[src/rtl/cfgc_pkg.sv]
package cfgc_pkg;
  localparam int ADDR_W = 3;
  localparam int DATA_W = 8;
  localparam int DIV_W  = 10;
  localparam int AUX_W  = 6;
  localparam int BRK_BIT = 6;

  localparam logic [ADDR_W-1:0] A_MODE   = 3'd0;
  localparam logic [ADDR_W-1:0] A_PORT   = 3'd1;
  localparam logic [ADDR_W-1:0] A_FMT    = 3'd2;
  localparam logic [ADDR_W-1:0] A_DIV_LO = 3'd3;
  localparam logic [ADDR_W-1:0] A_DIV_HI = 3'd4;
  localparam logic [ADDR_W-1:0] A_AUX    = 3'd5;

  typedef struct packed {
    logic [DATA_W-1:0] mode;
    logic [DATA_W-1:0] port;
    logic [DATA_W-1:0] fmt;
    logic [DIV_W-1:0]  div;
  } cfg_set_t;

  // low live byte of the divisor
  function automatic logic [DATA_W-1:0] div_low(input logic [DIV_W-1:0] d);
    return d[DATA_W-1:0];
  endfunction

  // clock-control byte: divisor top bits above the auxiliary field
  function automatic logic [DATA_W-1:0] clk_ctl_merge(input logic [DIV_W-1:0] d,
                                                       input logic [AUX_W-1:0] aux);
    return {d[DIV_W-1:DATA_W], aux};
  endfunction

  // true for addresses that go through the deferred commit
  function automatic logic is_deferred(input logic [ADDR_W-1:0] a);
    return (a == A_MODE) || (a == A_PORT) || (a == A_FMT) ||
           (a == A_DIV_LO) || (a == A_DIV_HI);
  endfunction
endpackage

[src/rtl/cfg_shadow_bank.sv]
module cfg_shadow_bank
  import cfgc_pkg::*;
#(
  parameter cfg_set_t INIT = '0
) (
  input  logic              clk,
  input  logic              rst_n,
  input  logic              wr_en,
  input  logic [ADDR_W-1:0] wr_addr,
  input  logic [DATA_W-1:0] wr_data,
  output cfg_set_t          shadow,
  output logic              cfg_wr
);
  assign cfg_wr = wr_en && is_deferred(wr_addr);

  always_ff @(posedge clk or negedge rst_n) begin
    if (!rst_n) begin
      shadow <= INIT;
    end else if (cfg_wr) begin
      case (wr_addr)
        A_MODE:   shadow.mode <= wr_data;
        A_PORT:   shadow.port <= wr_data;
        A_FMT:    shadow.fmt  <= wr_data;
        A_DIV_LO: shadow.div[DATA_W-1:0] <= wr_data;
        default:  shadow.div[DIV_W-1:DATA_W] <= wr_data[DIV_W-DATA_W-1:0];
      endcase
    end
  end
endmodule

[src/rtl/cfg_commit_ctrl.sv]
module cfg_commit_ctrl (
  input  logic clk,
  input  logic rst_n,
  input  logic cfg_wr,
  input  logic tx_idle,
  output logic pending,
  output logic commit
);
  // commit fires on the edge where a pending change meets an idle line
  assign commit = pending && tx_idle;

  always_ff @(posedge clk or negedge rst_n) begin
    if (!rst_n) pending <= 1'b0;
    else        pending <= cfg_wr || (pending && !commit);
  end
endmodule

[src/rtl/cfg_live_bank.sv]
module cfg_live_bank
  import cfgc_pkg::*;
#(
  parameter cfg_set_t         INIT     = '0,
  parameter logic [AUX_W-1:0] AUX_INIT = '0
) (
  input  logic             clk,
  input  logic             rst_n,
  input  logic             commit,
  input  cfg_set_t         shadow,
  input  logic             aux_wr,
  input  logic [AUX_W-1:0] aux_data,
  output cfg_set_t         live,
  output logic [AUX_W-1:0] aux
);
  always_ff @(posedge clk or negedge rst_n) begin
    if (!rst_n)      live <= INIT;
    else if (commit) live <= shadow;
  end

  always_ff @(posedge clk or negedge rst_n) begin
    if (!rst_n)      aux <= AUX_INIT;
    else if (aux_wr) aux <= aux_data;
  end
endmodule

[src/rtl/cfg_shadow_commit.sv]
module cfg_shadow_commit
  import cfgc_pkg::*;
#(
  parameter logic [DATA_W-1:0] MODE_INIT = 8'h0C,
  parameter logic [DATA_W-1:0] PORT_INIT = 8'h16,
  parameter logic [DATA_W-1:0] FMT_INIT  = 8'h03,
  parameter logic [DIV_W-1:0]  DIV_INIT  = 10'd23,
  parameter logic [AUX_W-1:0]  AUX_INIT  = 6'h38
) (
  input  logic              clk,
  input  logic              rst_n,
  input  logic              wr_en,
  input  logic [ADDR_W-1:0] wr_addr,
  input  logic [DATA_W-1:0] wr_data,
  input  logic [ADDR_W-1:0] rd_addr,
  output logic [DATA_W-1:0] rd_data,
  input  logic              tx_idle,
  output logic [DATA_W-1:0] live_mode,
  output logic [DATA_W-1:0] live_port,
  output logic [DATA_W-1:0] live_fmt,
  output logic [DATA_W-1:0] live_div_lo,
  output logic [DATA_W-1:0] live_clk_ctl,
  output logic              tx_break
);
  localparam cfg_set_t INIT_SET = '{mode: MODE_INIT, port: PORT_INIT,
                                    fmt: FMT_INIT, div: DIV_INIT};

  cfg_set_t         shadow;
  cfg_set_t         live;
  logic [AUX_W-1:0] aux;
  logic             cfg_wr;
  logic             aux_wr;
  logic             pending;
  logic             commit;

  assign aux_wr = wr_en && (wr_addr == A_AUX);

  cfg_shadow_bank #(.INIT(INIT_SET)) u_shadow (
    .clk(clk), .rst_n(rst_n), .wr_en(wr_en), .wr_addr(wr_addr),
    .wr_data(wr_data), .shadow(shadow), .cfg_wr(cfg_wr)
  );

  cfg_commit_ctrl u_ctrl (
    .clk(clk), .rst_n(rst_n), .cfg_wr(cfg_wr), .tx_idle(tx_idle),
    .pending(pending), .commit(commit)
  );

  cfg_live_bank #(.INIT(INIT_SET), .AUX_INIT(AUX_INIT)) u_live (
    .clk(clk), .rst_n(rst_n), .commit(commit), .shadow(shadow),
    .aux_wr(aux_wr), .aux_data(wr_data[AUX_W-1:0]), .live(live), .aux(aux)
  );

  assign live_mode    = live.mode;
  assign live_port    = live.port;
  assign live_fmt     = live.fmt;
  assign live_div_lo  = div_low(live.div);
  assign live_clk_ctl = clk_ctl_merge(live.div, aux);
  assign tx_break     = live.fmt[BRK_BIT];

  always_comb begin
    unique case (rd_addr)
      A_MODE:   rd_data = shadow.mode;
      A_PORT:   rd_data = shadow.port;
      A_FMT:    rd_data = shadow.fmt;
      A_DIV_LO: rd_data = div_low(shadow.div);
      A_DIV_HI: rd_data = {{(2*DATA_W-DIV_W){1'b0}}, shadow.div[DIV_W-1:DATA_W]};
      A_AUX:    rd_data = live_clk_ctl;
      default:  rd_data = '0;
    endcase
  end
endmodule

[config.mk]
export PLATFORM = sky130hd
export DESIGN_NAME = cfg_shadow_commit
export DESIGN_NICKNAME = d
export VERILOG_FILES = /design/src/rtl/cfgc_pkg.sv /design/src/rtl/cfg_shadow_bank.sv /design/src/rtl/cfg_commit_ctrl.sv /design/src/rtl/cfg_live_bank.sv /design/src/rtl/cfg_shadow_commit.sv
export SDC_FILE = /design/constraint.sdc
export NUM_CORES = 1
export LEC_CHECK = 0
export ABC_AREA = 1
export BUFFER_PORTS_ARGS = -buffer_cell sky130_fd_sc_hd__buf_2
export CAP_MARGIN = 20
export CORE_MARGIN = 2
export CORE_UTILIZATION = 54
export CTS_BUF_LIST = sky130_fd_sc_hd__clkbuf_4 sky130_fd_sc_hd__clkbuf_8 sky130_fd_sc_hd__clkbuf_16
export DETAILED_ROUTE_END_ITERATION = 16
export MAX_ROUTING_LAYER = met4
export PLACE_DENSITY = 0.79
export SYNTH_ARGS = -nofsm -noshare
export SYNTH_HDL_FRONTEND = slang
export SYNTH_SLANG_ARGS = --single-unit
[constraint.sdc]
create_clock -name clk -period 1.3 [get_ports clk]
set_input_delay 0.13 -clock clk [delete_from_list [all_inputs] [get_ports clk]]
set_output_delay 0.13 -clock clk [all_outputs]
set_load 0.02 [all_outputs]
# Word-level counts from Yosys, hierarchy flattened
# Cells that the tools add are included.
[word_totals]
in_bits = 18
elab_cells = 41
output_inout_bits = 49
ff_bits = 75
[classes]
n_eq_ne = 10
n_mux = 1
n_reduce_logical = 18
bitwise_logic = 1
[ops]
columns = ["operator", "count"]
rows = [
  ["case mux 8 bit (6 select lines)", 1],
  ["== test 3 x 2 -> 1 bit, second input constant", 4],
  ["== test 3 bit, second input constant", 4],
  ["AND reduction 2 bit", 5],
  ["== test 3 x 1 -> 1 bit, second input constant", 2],
  ["zero test 3 bit", 2],
  ["logical OR 1 bit", 5],
  ["logical AND 1 bit", 4],
  ["OR reduction 4 bit", 1],
  ["zero test 1 bit", 1],
  ["NOT 1 bit", 1],
]

# Logic depth before layout (Yosys ltp)
# Gate-level depths: netlist (run 1).
[depth]
word_depth = 7
ltp_mapped = 6

# Modules after synthesis
# Synthesis (run 1) repeated with hierarchy kept, for this count alone.
[hier_totals]
cells_unflattened = 434
area_unflattened_um2 = 3538.4
[by_module_without_submodules]
columns = ["module", "instances", "area_each_um2", "cells_per_inst"]
rows = [
  ["cfg_live_bank", 1, 1584.0, 169],
  ["cfg_shadow_bank", 1, 1405.1, 155],
  ["cfg_shadow_commit", 1, 501.7, 103],
  ["cfg_commit_ctrl", 1, 47.5, 7],
]

# Worst setup path after synthesis (run 1)
# OpenSTA, ideal clock, no wires.
[synth_path]
path_kind = "reg2reg"
start = "register u_ctrl.pending"
end = "register, netlist name u_live.live[16]"
path_stages_with_launch = 4
n_path_buf = 1
required_ps = 1175
slack_ps = 201
setup_time_ps = 125
arrival_time_ps = 974
period_less_slack_ps = 1099
path_cell_list = "dfrtp_1 > nand2_1 > buf_2 > mux2_2"
[synth_between]
elab_chain_len = 1
[synth_lines]
columns = ["element", "line", "source"]
rows = [
  ["start: declaration", "cfg_commit_ctrl.sv:6", "output logic pending,"],
  ["start signal: assignment", "cfg_commit_ctrl.sv:14", "else pending <= cfg_wr || (pending && !commit);"],
  ["logical AND 1 bit", "cfg_commit_ctrl.sv:10", "assign commit = pending && tx_idle;"],
]
# Every way passes these cells.
# A chain may end at the register's enable or synchronous reset.

# Final worst setup path (run 1)
[layout_path]
start = "register, netlist name u_shadow.shadow[22]"
end = "output port rd_data[4]"
[layout_between]
elab_chain_len = 1
[layout_lines]
columns = ["element", "line", "source"]
rows = [
  ["case mux 8 bit (6 select lines)", "cfg_shadow_commit.sv:61", "unique case (rd_addr)"],
  ["end: declaration", "cfg_shadow_commit.sv:16", "output logic [DATA_W-1:0] rd_data,"],
]
# Every way passes these cells.

==> insert_results.sql, run 1 <==
INSERT INTO impl_metrics (metric_group, metric, value, unit) VALUES
('global_routing', 'grt_antenna_before_repair', '0', ''),
('logic_synthesis', 'synth.top_cell.area_share', '37.5', '%'),
('logic_synthesis', 'postSynthCellCount', '347', ''),
('global_routing', 'grt.overflow.total', '0', ''),
('timing', 'fin_tns_setup', '-0.777', 'ns'),
('timing', 'worstMarginPinSlew', '0.375', 'ns'),
('logic_synthesis', 'synth-warning-count', '0', ''),
('setup_path', 'required', '1.17', 'ns'),
('timing', 'period_needed', '1.45', 'ns'),
('timing', 'drv_slew', '0', ''),
('logic_synthesis', 'synthMostInstantiatedCell', 'nand2_1', ''),
('pwr', 'power.density', '1680', 'mW/mm^2'),
('setup_path', 'worst_setup_path_start_kind', 'flop', ''),
('clocking', 'clock_sinks', '75', ''),
('final_layout', 'nNetsFinal', '458', ''),
('logic_synthesis', 'async_reset_ff_share', '100', '%'),
('logic_synthesis', 'synth_edf_count', '0', ''),
('timing', 'worst_case_headroom_to_the_max_slew_limit', '75.0', '%'),
('setup_path', 'critical_path.max_stage_delay', '0.54', 'ns'),
('setup_path', 'critical_path.max_fanout', '2', ''),
('pwr', 'p_leak', '2.13', 'nW'),
('route', 'ant_nets', '0', ''),
('timing', 'rsz0062_at_grt', 'yes', ''),
('floorplanning', 'design.core.area', '0.00596', 'sq mm'),
('final_layout', 'diodes', '0', ''),
('setup_path', 'timing.critical_path.arrival', '1.32', 'ns'),
('placed_design', 'gp_congestion', '0.980', ''),
('clocking', 'clkTransAtPathRegs', '0.07', 'ns'),
('floorplanning', 'floorplan.initialDensity', '56.0', '%'),
('floorplanning', 'die_w', '82.6', 'microns'),
('setup_path', 'setup.worst_path.end_class', 'output port', ''),
('logic_synthesis', 'number_of_synthesized_register_bits', '75', ''),
('outcome', 'violations', 'negative setup slack', ''),
('global_routing', 'globalRouteTotalUtil', '26.2', '%'),
('placed_design', 'placement.io_buffers', '66', ''),
('setup_path', 'worst-r2r-setup-slack', '0.09', 'ns'),
('outcome', 'status', 'finished with violations', ''),
('clocking', 'cts_inserted_buffers', '9', ''),
('logic_synthesis', 'postSynthNetCount', '365', ''),
('floorplanning', 'die_area', '0.00682', 'sq mm'),
('final_layout', 'post_route_cells_drive_above_1_share', '43.4', '%'),
('timing', 'timing.final.hold_violations', '0', ''),
('timing', 'fin_worst_skew', '0.00755', 'ns'),
('timing', 'layout_setup_ws', '-0.148', 'ns'),
('placed_design', 'hpwl', '5300', 'microns'),
('floorplanning', 'boundaryPins', '67', ''),
('route', 'route.detailed.wl_per_inst', '14.8', 'microns'),
('route', 'initialDrtViolationCount', '277', ''),
('timing', 'finalCritPeriodShare', '111', '%'),
('logic_synthesis', 'post_synth.cell_area_avg', '9.62', 'sq um'),
('route', 'routed_wirelength', '7710', 'microns'),
('route', 'firstDrtPassIters', '5', ''),
('clocking', 'clkLatencyLatePin', '0.34', 'ns'),
('pwr', 'irDropWorstVdd', '0.937', 'mV'),
('logic_synthesis', 'post_synth_most_frequent_cells', 'nand2_1, dfrtp_1, inv_1', ''),
('final_layout', 'n_fill_cell', '479', ''),
('logic_synthesis', 'netlist_area', '0.00334', 'sq mm'),
('logic_synthesis', 'sequential_area_share_after_synthesis', '57.2', '%'),
('setup_path', 'timing.critical_path.max_delay_family', 'flip-flops', ''),
('clocking', 'cts_root_buf', 'clkbuf_8', ''),
('logic_synthesis', 'yosysTopAreaCell', 'dfrtp_1', ''),
('logic_synthesis', 'synthDistinctLibCells', '20', ''),
('route', 'drt_drc_violations_left', '0', ''),
('floorplanning', 'dieHeight', '82.6', 'microns'),
('logic_synthesis', 'synth_ff_type', 'dfrtp_1', ''),
('global_routing', 'first_pass_grt_wire_length', '12800', 'microns'),
('timing', 'final-setup-viol-count', '8', ''),
('global_routing', 'grt_max_degree', '76', ''),
('route', 'vias', '2779', ''),
('job', 'max_cap_viol_count', '0', ''),
('floorplanning', 'rows', '28', '');
-- area by class of cell --
| cell class | count | area, sq um | area share (%) |
|---|---|---|---|
| sequential | 75 | 1910 | 45.8 |
| multi-input combinational | 220 | 1200 | 28.7 |
| timing repair buffer | 97 | 643 | 15.4 |
| clock buffer | 14 | 174 | 4.18 |
| inverter | 37 | 139 | 3.33 |
| tap | 75 | 93.8 | 2.25 |
| clock inverter | 2 | 10.0 | 0.240 |
-- worst reg2reg max path: cells and delay by family, from the launching register on --
family,cells,cell delay [ns]
multiplexers,1,0.38
flip-flops,1,0.39
AND/OR/NAND/NOR,1,0.11
buffers and inverters,1,0.22
-- flip-flops by register name (all words and copies together), names as in the netlist --
name,count
u_live.live,34
u_ctrl.pending,1
u_shadow.shadow,34
u_live.aux,6
-- placed cells by master (no fill, tap or decap), types with 9 or more instances in the layout --
master	count
inv_1	26
mux2_2	20
o21ai_2	14
nand2_1	73
buf_4	29
inv_2	11
o21ai_0	32
o21ai_1	9
nor2_1	29
buf_2	57
dfrtp_1	50
dfstp_2	25
nand3_1	14
nand4_1	14
clkbuf_8	11
-- cells by family (layout without fill, tap and decap cells) --
family	count (synthesis)	in the layout	synth area share, %
AND/OR/NAND/NOR	141	141	18.2
buffers and inverters	52	150	7.31
multiplexers	20	20	6.75
flip-flops	75	75	57.2
AO/OA/AOI/OAI	59	59	10.5
-- metal layers --
| layer | vias to the layer above | share of wire, % | GRT usage, % | wire (microns) |
|---|---|---|---|---|
| met4 | 0 | 2.1 | 11.5 | 165 |
| met2 | 107 | 47 | 38.5 | 3590 |
| met1 | 1330 | 45 | 36.1 | 3480 |
| met5 | - | 0 | - | 0 |
| met3 | 17 | 6.2 | 4.35 | 479 |
| li1 | 1325 | - | - | - |
-- metrics by stage --
| stage | area, sq um | total power, mW | utilization, % | setup WS (ns) | std cells |
|---|---|---|---|---|---|
| after CTS | 4150 | 7.02 | 69.6 | -0.147 | 518 |
| after global placement | 3770 | 5.11 | 63.3 | 0.0911 | 485 |
| after detailed placement | 3770 | 5.18 | 63.3 | 0.0564 | 485 |
| after floorplan | 3340 | 4.48 | - | 0.201 | 347 |
| after global routing | 4170 | 7.42 | 69.9 | -0.213 | 520 |
| final | 4170 | 7.01 | 69.9 | -0.148 | 520 |
-- where the power goes --
| part | total (mW) | internal (mW) | switching (mW) |
|---|---|---|---|
| Combinational | 2.05 | 0.857 | 1.20 |
| Clock | 1.63 | 0.856 | 0.777 |
| Sequential | 3.33 | 2.99 | 0.337 |
-- final timing paths --
kind / endpoint / start / cells past startpoint
worst max-delay path: rd_data[4] / u_shadow.shadow[22] / 5
worst min-delay path: u_ctrl.pending / tx_idle / 2
worst max register to register: u_live.live[32] / u_ctrl.pending / 3
worst min register to register: u_live.live[24] / u_live.live[24] / 2
max in group asynchronous: u_live.live[29] / rst_n / 3
min in group asynchronous: u_live.live[7] / rst_n / 3
-- repair_timing --
| action | in CTS | in global routing |
|---|---|---|
| endpoints found under the setup margin | 8 | 9 |
| hold endpoints to repair | 50 | 0 |
| resized for setup | 27 | 3 |
| pin swaps | 25 | 8 |
| setup buffers | 16 | 2 |
| hold buffers | 1 | 0 |
Power figures use the tool's default switching activity.
==> run 2: changes to the inputs <==
--- a/config.mk
+++ b/config.mk
@@ -14,6 +14,7 @@
 export DETAILED_ROUTE_END_ITERATION = 16
 export MAX_ROUTING_LAYER = met4
 export PLACE_DENSITY = 0.79
+export SETUP_SLACK_MARGIN = 0.5
 export SYNTH_ARGS = -nofsm -noshare
 export SYNTH_HDL_FRONTEND = slang
 export SYNTH_SLANG_ARGS = --single-unit
==> insert_results.sql, run 2 (synthesis results as in run 1) <==
INSERT INTO impl_metrics (metric_group, metric, value, unit) VALUES
('clocking', 'cts-htree-levels', '3', ''),
('setup_path', 'worst-r2r-setup-slack', '0.06', 'ns'),
('timing', 'worstMarginPinSlew', '0.455', 'ns'),
('timing', 'drv_slew', '0', ''),
('final_layout', 'area_growth', '57.5', '%'),
('final_layout', 'reg_top3', 'u_live.live (34), u_shadow.shadow (34), u_live.aux (6)', ''),
('hold_path', 'min-delay-path-class', 'input pin to flop', ''),
('timing', 'period_needed', '1.59', 'ns'),
('pwr', 'cell_internal_pwr', '6.23', 'mW'),
('setup_path', 'critical_path_cell_list', 'inv_1 -> o21ai_1 -> inv_1 -> nand2_2 -> buf_4', ''),
('placed_design', 'post_dp_cell_area', '0.00389', 'sq mm'),
('floorplanning', 'boundaryPins', '67', ''),
('global_routing', 'grt_antenna_before_repair', '0', ''),
('global_routing', 'first_pass_grt_wire_length', '15600', 'microns'),
('final_layout', 'design_area', '0.00526', 'sq mm'),
('clocking', 'clock_sinks', '75', ''),
('timing', 'fmax', '628', 'MHz'),
('route', 'routed_wirelength', '12200', 'microns'),
('final_layout', 'nNetsFinal', '487', ''),
('pwr', 'p_leak', '2.60', 'nW'),
('global_routing', 'grt.overflow.total', '0', ''),
('setup_path', 'rr_startpoint', 'u_ctrl.pending', ''),
('setup_path', 'crit_type', 'flop to output port', ''),
('final_layout', 'commonest_cells_after_routing_fill_and_taps_aside', 'buf_6, nand2_1, dfrtp_1', ''),
('setup_path', 'worst-r2r-cell-count', '4', ''),
('setup_path', 'setup.worst_path.end_class', 'output port', ''),
('hold_path', 'worstHoldEndpoint', 'u_ctrl.pending', ''),
('timing', 'timing.final.hold_violations', '0', ''),
('global_routing', 'globalRouteTotalUtil', '32.5', '%'),
('final_layout', 'layout.area.seq', '0.00191', 'sq mm'),
('clocking', 'cts_inserted_buffers', '9', ''),
('placed_design', 'dpl_worst_slack', '0.0303', 'ns'),
('final_layout', 'n_fill_cell', '230', ''),
('pwr', 'clkPwrFrac', '25.8', '%'),
('floorplanning', 'die_area', '0.00682', 'sq mm'),
('timing', 'final-setup-viol-count', '8', ''),
('setup_path', 'timing.critical_path.arrival', '1.46', 'ns'),
('setup_path', 'required', '1.17', 'ns'),
('final_layout', 'multi_input_comb_area', '0.00150', 'sq mm'),
('hold_path', 'worstHoldStart', 'tx_idle', ''),
('global_routing', 'first_global_vias', '2973', ''),
('pwr', 'sw_frac_of_total', '32.9', '%'),
('floorplanning', 'rows', '28', ''),
('placed_design', 'hpwl', '5620', 'microns'),
('floorplanning', 'dieHeight', '82.6', 'microns'),
('route', 'drt_drc_violations_left', '0', ''),
('route', 'initialDrtViolationCount', '576', ''),
('pwr', 'comb_power_share', '36.3', '%'),
('clocking', 'cts_root_buf', 'clkbuf_8', ''),
('route', 'vias', '3364', ''),
('route', 'drt-vias-per-instance', '6.13', ''),
('timing', 'fin_worst_skew', '0.0104', 'ns'),
('setup_path', 'critPathSlowestCell', 'dfstp_2', ''),
('floorplanning', 'design.core.area', '0.00596', 'sq mm'),
('global_routing', 'grt_max_degree', '33', ''),
('outcome', 'violations', 'negative setup slack', ''),
('outcome', 'status', 'finished with violations', ''),
('hold_path', 'hold-path-cell-count', '2', ''),
('timing', 'worst_case_headroom_to_the_max_slew_limit', '69.6', '%'),
('pwr', 'power.sequential.fraction', '37.9', '%'),
('clocking', 'ctsLongestPathBuffers', '2', ''),
('final_layout', 'post_route_cells_drive_above_1_share', '58.4', '%'),
('timing', 'finalCritPeriodShare', '123', '%'),
('timing', 'layout_setup_ws', '-0.293', 'ns'),
('setup_path', 'critical_path.max_fanout', '2', ''),
('setup_path', 'timing.critical_path.max_delay_family', 'flip-flops', ''),
('clocking', 'clkLatencyLatePin', '0.36', 'ns'),
('placed_design', 'gp_congestion', '0.919', ''),
('setup_path', 'critical_path.max_stage_delay', '0.56', 'ns'),
('route', 'route.detailed.wl_per_inst', '22.2', 'microns'),
('route', 'firstDrtPassIters', '7', ''),
('pwr', 'power.density', '1770', 'mW/mm^2'),
('pwr', 'power.net_switching', '3.06', 'mW'),
('setup_path', 'critical_path_buf_inv_count', '3', ''),
('placed_design', 'placement.io_buffers', '66', ''),
('setup_path', 'worst_setup_path_start_kind', 'flop', ''),
('job', 'max_cap_viol_count', '0', ''),
('clocking', 'clkTransAtPathRegs', '0.08', 'ns'),
('final_layout', 'diodes', '0', ''),
('pwr', 'irDropWorstVdd', '1.16', 'mV'),
('final_layout', 'mostFrequentLayoutCell', 'buf_6', ''),
('timing', 'rsz0062_at_grt', 'yes', ''),
('floorplanning', 'floorplan.initialDensity', '56.0', '%'),
('floorplanning', 'die_w', '82.6', 'microns'),
('setup_path', 'critPathMostFrequentCell', 'inv_1', ''),
('clocking', 'cts_tree', 'done', ''),
('setup_path', 'r2r-end', 'u_live.live[12]', ''),
('route', 'ant_nets', '0', '');
-- run 2: changes by cell type in the layout (fill, tap and decap cells not counted), moves of 9 or more --
cell,delta
nand2_2,+20
mux2_4,+20
mux2_2,-20
o21ai_2,+9
buf_6,+49
o21ai_0,-16
buf_2,-40
nand2_1,-28
-- run 2: layout make-up --
type / instances / area share [%]
multi-input cells: 220 / 28.6
inverters: 37 / 2.64
flip-flops and latches: 75 / 36.4
well taps: 75 / 1.79
repair buffers: 126 / 25.5
clock buffers: 9 / 2.36
clock inverters: 7 / 2.67
-- run 2: power by group through the flow --
stage / Sequential, mW / Combinational [mW] / Clock [mW]
floorplan: 3.73 / 0.891 / 0
global placement: 3.36 / 1.89 / 0
detailed placement: 3.39 / 1.94 / 0
CTS: 3.45 / 2.87 / 2.35
global route: 3.57 / 3.54 / 2.50
finish: 3.52 / 3.37 / 2.39
-- run 2: what timing repair did --
| item | CTS | global route |
|---|---|---|
| hold buffers | 1 | 0 |
| endpoints found under the hold margin | 51 | 0 |
| gates resized for setup | 159 | 48 |
| setup endpoints to repair | 84 | 90 |
| pin swaps | 20 | 15 |
| gates cloned | 5 | 1 |
| setup buffers | 23 | 16 |
-- run 2: metrics by stage --
step	std cells	TNS [ns]	hold WS (ns)	power [mW]	utilization (%)
after CTS	532	-0.967	0.0416	8.66	83.0
after floorplan	347	0	-0.166	4.62	-
final	549	-1.55	0.0542	9.29	88.3
after detailed placement	487	0	0.0215	5.32	65.3
after global placement	487	0	0.0148	5.25	65.3
after global routing	549	-1.76	0.0778	9.61	88.3
-- run 2: worst max path at each step --
stage	from	end	slack (ns)	cells past startpoint
after global placement	rd_addr[2]	rd_data[5]	0.06	7
after CTS	u_shadow.shadow[10]	rd_data[0]	-0.16	5
after floorplan	u_ctrl.pending	u_live.live[16]	0.27	3
after detailed placement	rd_addr[2]	rd_data[5]	0.03	7
final	u_shadow.shadow[22]	rd_data[4]	-0.29	5
after global routing	u_shadow.shadow[22]	rd_data[4]	-0.33	5
-- run 2: metal layers --
metal	track usage (%)	vias up	share of wire (%)	routed length (microns)
li1	-	1381	-	-
met1	40.1	1612	36	4430
met2	53.7	276	48	5880
met3	5.43	95	9.3	1130
met4	13.1	0	6.2	754
met5	-	-	0	0
